`config.mk`:
```
export PLATFORM = sky130hd
export DESIGN_NAME = wclk_gate
export DESIGN_NICKNAME = d
export VERILOG_FILES = /design/src/rtl/wclk_pkg.sv /design/src/rtl/wclk_stream_cmp.sv /design/src/rtl/wclk_max_tree.sv /design/src/rtl/wclk_stale_track.sv /design/src/rtl/wclk_gate.sv
export SDC_FILE = /design/constraint.sdc
export NUM_CORES = 1
export LEC_CHECK = 0
export BUFFER_PORTS_ARGS = -buffer_cell sky130_fd_sc_hd__buf_2
export CORE_MARGIN = 2
export CORE_UTILIZATION = 40
export DETAILED_ROUTE_END_ITERATION = 16
export SYNTH_ARGS = -nofsm -noshare
export SYNTH_HDL_FRONTEND = slang
export SYNTH_SLANG_ARGS = --single-unit
export TNS_END_PERCENT = 30
```
`constraint.sdc`:
```
create_clock -name clk -period 18.33 [get_ports clk]
set_clock_uncertainty 0.15 [all_clocks]
set_input_delay 0.9165 -clock clk [delete_from_list [all_inputs] [get_ports clk]]
set_output_delay 0.9165 -clock clk [all_outputs]
set_load 0.02 [all_outputs]
```
`src/rtl/wclk_pkg.sv`:
```
package wclk_pkg;
  localparam int unsigned WCLK_W = 64;

  function automatic logic [WCLK_W-1:0] wclk_max(input logic [WCLK_W-1:0] a,
                                                 input logic [WCLK_W-1:0] b);
    return (a > b) ? a : b;
  endfunction

  function automatic logic wclk_reached(input logic [WCLK_W-1:0] elapsed,
                                        input logic [WCLK_W-1:0] target);
    return elapsed >= target;
  endfunction
endpackage

```
`src/rtl/wclk_stream_cmp.sv`:
```
module wclk_stream_cmp
  import wclk_pkg::*;
(
  input  logic              active,
  input  logic [WCLK_W-1:0] elapsed,
  input  logic [WCLK_W-1:0] target,
  output logic              ok,
  output logic [WCLK_W-1:0] contrib
);
  always_comb begin
    ok      = !active || wclk_reached(elapsed, target);
    contrib = active ? elapsed : '0;
  end
endmodule

```
`src/rtl/wclk_max_tree.sv`:
```
module wclk_max_tree
  import wclk_pkg::*;
#(
  parameter int unsigned N = 3
) (
  input  logic [WCLK_W-1:0]   seed,
  input  logic [N*WCLK_W-1:0] vals,
  output logic [WCLK_W-1:0]   peak
);
  always_comb begin
    peak = seed;
    for (int i = 0; i < N; i++) begin
      peak = wclk_max(peak, vals[i*WCLK_W +: WCLK_W]);
    end
  end
endmodule

```
`src/rtl/wclk_stale_track.sv`:
```
module wclk_stale_track #(
  parameter int unsigned LIMIT = 3
) (
  input  logic clk,
  input  logic rst_n,
  input  logic wr_unforced,
  input  logic same_val,
  output logic stale_hit
);
  localparam int unsigned CAP = LIMIT + 1;
  localparam int unsigned CW  = $clog2(CAP + 1);

  logic [CW-1:0] cnt;

  assign stale_hit = wr_unforced && same_val && (cnt > CW'(LIMIT));

  always_ff @(posedge clk) begin
    if (!rst_n) begin
      cnt <= '0;
    end else if (wr_unforced) begin
      if (!same_val)             cnt <= '0;
      else if (cnt != CW'(CAP))  cnt <= cnt + 1'b1;
    end
  end
endmodule

```
`src/rtl/wclk_gate.sv`:
```
module wclk_gate
  import wclk_pkg::*;
#(
  parameter int unsigned NSTREAM     = 3,
  parameter int unsigned STALE_LIMIT = 3
) (
  input  logic                      clk,
  input  logic                      rst_n,
  input  logic                      req_valid,
  input  logic                      req_force,
  input  logic [WCLK_W-1:0]         req_value,
  input  logic [NSTREAM-1:0]        strm_active,
  input  logic [NSTREAM*WCLK_W-1:0] strm_elapsed,
  output logic [WCLK_W-1:0]         clock_value,
  output logic                      req_done,
  output logic                      req_accepted,
  output logic                      err_backward,
  output logic                      err_stale
);
  logic [NSTREAM-1:0]        pass_vec;
  logic [NSTREAM*WCLK_W-1:0] contrib;
  logic                      all_passed;
  logic [WCLK_W-1:0]         peak;
  logic                      unforced_wr;
  logic                      write_en;
  logic [WCLK_W-1:0]         new_val;
  logic [WCLK_W-1:0]         next_clock;
  logic [WCLK_W-1:0]         resolved;
  logic                      backward_hit;
  logic                      stale_hit;

  for (genvar g = 0; g < NSTREAM; g++) begin : g_strm
    wclk_stream_cmp u_cmp (
      .active  (strm_active[g]),
      .elapsed (strm_elapsed[g*WCLK_W +: WCLK_W]),
      .target  (req_value),
      .ok      (pass_vec[g]),
      .contrib (contrib[g*WCLK_W +: WCLK_W])
    );
  end

  wclk_max_tree #(.N(NSTREAM)) u_max (
    .seed (req_value),
    .vals (contrib),
    .peak (peak)
  );

  always_comb begin
    all_passed   = &pass_vec;
    unforced_wr  = req_valid && !req_force && all_passed;
    write_en     = req_valid && (req_force || all_passed);
    new_val      = req_force ? req_value : peak;
    next_clock   = write_en ? new_val : clock_value;
    resolved     = unforced_wr ? peak : req_value;
    backward_hit = unforced_wr && (peak < clock_value);
  end

  wclk_stale_track #(.LIMIT(STALE_LIMIT)) u_stale (
    .clk         (clk),
    .rst_n       (rst_n),
    .wr_unforced (unforced_wr),
    .same_val    (peak == clock_value),
    .stale_hit   (stale_hit)
  );

  always_ff @(posedge clk) begin
    if (!rst_n) begin
      clock_value  <= '0;
      req_done     <= 1'b0;
      req_accepted <= 1'b0;
      err_backward <= 1'b0;
      err_stale    <= 1'b0;
    end else begin
      clock_value  <= next_clock;
      req_done     <= req_valid;
      req_accepted <= req_valid && (next_clock == resolved);
      err_backward <= backward_hit;
      err_stale    <= stale_hit;
    end
  end

  AST_BLOCKED_HOLD: assert property (@(posedge clk) disable iff (!rst_n)
    req_valid && !req_force && !all_passed |=> $stable(clock_value));
  AST_UNFORCED_FLOOR: assert property (@(posedge clk) disable iff (!rst_n)
    req_valid && !req_force && all_passed |=> clock_value >= $past(req_value));
  AST_FORCE_LOAD: assert property (@(posedge clk) disable iff (!rst_n)
    req_valid && req_force |=> clock_value == $past(req_value));
  AST_RAISE_OR_FLAG: assert property (@(posedge clk) disable iff (!rst_n)
    req_valid && !req_force |=> (clock_value >= $past(clock_value)) || err_backward);
  AST_STALE_NEEDS_WRITE: assert property (@(posedge clk) disable iff (!rst_n)
    err_stale |-> req_done && $stable(clock_value));
  AST_FORCE_ACCEPT: assert property (@(posedge clk) disable iff (!rst_n)
    req_valid && req_force |=> req_accepted);
  AST_IDLE_QUIET: assert property (@(posedge clk) disable iff (!rst_n)
    !req_valid |=> !req_done && !req_accepted && !err_backward && !err_stale
                   && $stable(clock_value));
endmodule

```
==> reports/metrics.cfg <==
[routing]
drt_pass1_iterations=7
drt-initial-drc-count=3083
viasPerCell=6.611
ant_nets=0
wire_per_inst_um=27.89
drc=0
vias=23020
wirelength_mm=97.13

[clock_network]
ctsResizeCount=0
clockBufferDepth=2
h-tree-depth=3
holdBufCountCts=0
clockRootBuffer=clkbuf_16
cts_setup_buffers=0
cts_tree=built
clkTransAtPathRegs_ns=0.08
clock_latency_ns=0.41
numCtsBuffers=9
cts_sinks=71

[critical_path]
slowest_delay_ns=0.71
endpoint_kind=register
cp.arrival_ns=15.55
critPathLaunchType=input port
path_max_fanout=65
worstPathRequired_ns=18.52
crit_slowest_cell=buf_4
worst-setup-path-type=input port to register

[logic_synthesis]
async_flop_share=0
syn_nets=3355
synth_edf_count=0
syn_area_sq_mm=0.01937
ys_seq_elements=71
synthFlopType=dfxtp_1
seq_area_frac_synth=0.07336
synth-warning-count=0
ys_types=75
syn_inst=2642
avgSynthCellArea_sq_um=7.333

[cells_and_area]
final_area_sq_mm=0.02170
multi_input_area_sq_mm=0.01677
synthToLayoutAreaGrowth_pct=12.00
layout-drive-gt1-share=0.1507
layoutNonFillerInstCount=3482
final_cell_mix=ha_1, nand2_1, buf_2
num_antenna_cells=0
nets=3575
register_area_sq_mm=0.001421
fill_cells=4917
final_common_cell=ha_1

[run_status]
outcome=completed

[sta]
period_share=0.8377
hold_viol=0
tightest_slew_ns=1.171
finalSetupViolCount=0
fmax_mhz=65.12
worst_slack_ns=2.975
slew_viol_final=0
fin_tns_setup_ns=0
period_minus_slack_ns=15.36
rsz0062_at_grt=no
maxSlewHeadroom=0.1988

[place]
place_hpwl_mm=77.86
placed_cell_area_sq_mm=0.02137
preCtsSetupSlack_ns=3.039
portBuffers=330
dp_cells=3466
gp_congestion=1.002

[pwr]
p_switching_uw=968.1
clkPwrFrac=0.130
internal_power_uw=744.8
swShare=0.5652
ir_drop_mv=0.05574
sequentialPowerShare=0.117
pwr-share-comb=0.754
power_density_mw_per_mm2=78.94
power.leakage_nw=10.02

[die]
die_area_sq_mm=0.05021
core_sq_mm=0.04775
dieHeight_um=224.1
boundaryPins=331
initial_core_util=0.4058
die_x_um=224.1
num_rows=80

[worst_hold_path]
hold_class=register to register

[global_routing]
grt_usage=0.3756
globalRoute.totalOverflow=0
antenna_found_initial=3
grt_pass1_vias=21720
grt_pass1_wl_mm=141.2
grt_max_degree=84

[run]
max_cap_violations=0

==> metal layers <==
| metal | GRT usage | part of all wire |
|---|---|---|
| met5 | 0 | 0 |
| met4 | 0.1817 | 0.052 |
| met3 | 0.07109 | 0.10 |
| met2 | 0.5736 | 0.42 |
| met1 | 0.5059 | 0.42 |
==> kinds of logic (layout without fill, tap and decap cells) <==
kind of cell / count (synthesis) / in the layout / synth area share
fa+ha+maj: 450 / 450 / 0.2906
mux: 172 / 172 / 0.09654
simple gates: 863 / 863 / 0.2041
compound gates: 766 / 766 / 0.2608
flops: 71 / 71 / 0.07336
buf+inv: 298 / 523 / 0.06464
xor+xnor: 22 / 22 / 0.009945
==> state kept, by name, summed over array words and instances, names as in the netlist <==
name          count
clock_value      64
u_stale.cnt       3
err_backward      1
err_stale         1
req_accepted      1
req_done          1
==> worst max-delay path: cells and delay by family <==
kind,cells,cell delay [ns]
AO/OA/AOI/OAI,21,5.23
adder cells (fa/ha/maj),4,1.48
buffers and inverters,6,2.47
multiplexers,1,0.50
AND/OR/NAND/NOR,17,4.81
==> power groups by stage <==
stage | sequential [mW] | combinational, mW | clock (mW)
floorplan | 0.204 | 0.832 | 0
global route | 0.200 | 1.39 | 0.226
CTS | 0.198 | 1.26 | 0.222
finish | 0.200 | 1.29 | 0.222
detailed placement | 0.202 | 1.25 | 0
global placement | 0.202 | 1.23 | 0
==> Yosys cell counts (all sizes together), types with 2 or more instances <==
master   instances  area, sq um
ha             450         5630
nand2          447         1678
o21ai          209         1050
mux2i          170         1848
inv            155        581.8
nand4          143        894.6
a21oi          121        620.6
nor2           121        456.7
clkbuf          89        334.1
a21o            82        615.6
a211oi          73        548.0
dfxtp           71         1421
a311oi          65        606.8
a31oi           65        406.6
buf             54        336.6
o22ai           31        193.9
nor3            28        140.1
nor4            27        175.2
o21a            27        202.7
nor2b           25        156.4
nand3           21        105.1
a221oi          19        166.4
nand2b          16        100.1
a211o           14        122.6
o211ai          13        102.6
xnor2           13        113.9
o31a            12        105.1
and2            10        62.56
xor2             9        78.83
a2111oi          6        58.80
o31ai            6        45.04
or2              5        31.28
or3              5        31.28
a21boi           3        22.52
and3             3        18.77
and4             3        26.28
a2111o           2        22.52
mux2             2        22.52
nand3b           2        15.01
o2111ai          2        17.52
o211a            2        20.02
o221ai           2        17.52
or4              2        15.01
==> metrics by stage <==
| step | power, mW | utilization | hold slack, ns |
|---|---|---|---|
| floorplan | 1.036 | - | 0.3290 |
| global placement | 1.435 | 0.4475 | 0.3660 |
| detailed placement | 1.450 | 0.4475 | 0.3657 |
| CTS | 1.675 | 0.4545 | 0.3788 |
| global route | 1.821 | 0.4545 | 0.4375 |
| finish | 1.713 | 0.4545 | 0.3888 |
==> cell type report <==
class	count	share of cell area
Tap cell	615	0.03546
Sequential cell	71	0.06550
Timing Repair Buffer	352	0.08407
Clock buffer	11	0.01165
Multi-Input combinational cell	2273	0.7728
Inverter	155	0.02681
Clock inverter	5	0.003690
==> path summary, 6_finish.rpt <==
kind,startpoint,end,slack [ns],depth (start not counted)
worst max-delay path,strm_active[0],u_stale.cnt[1]$_SDFFE_PN0P_,2.97,49
worst min-delay path,u_stale.cnt[1]$_SDFFE_PN0P_,u_stale.cnt[1]$_SDFFE_PN0P_,0.39,2
worst max register to register,clock_value[45]$_SDFF_PN0_,u_stale.cnt[1]$_SDFFE_PN0P_,14.79,10
worst min register to register,u_stale.cnt[1]$_SDFFE_PN0P_,u_stale.cnt[1]$_SDFFE_PN0P_,0.39,2
No activity file was read; power rests on OpenSTA's default activity.
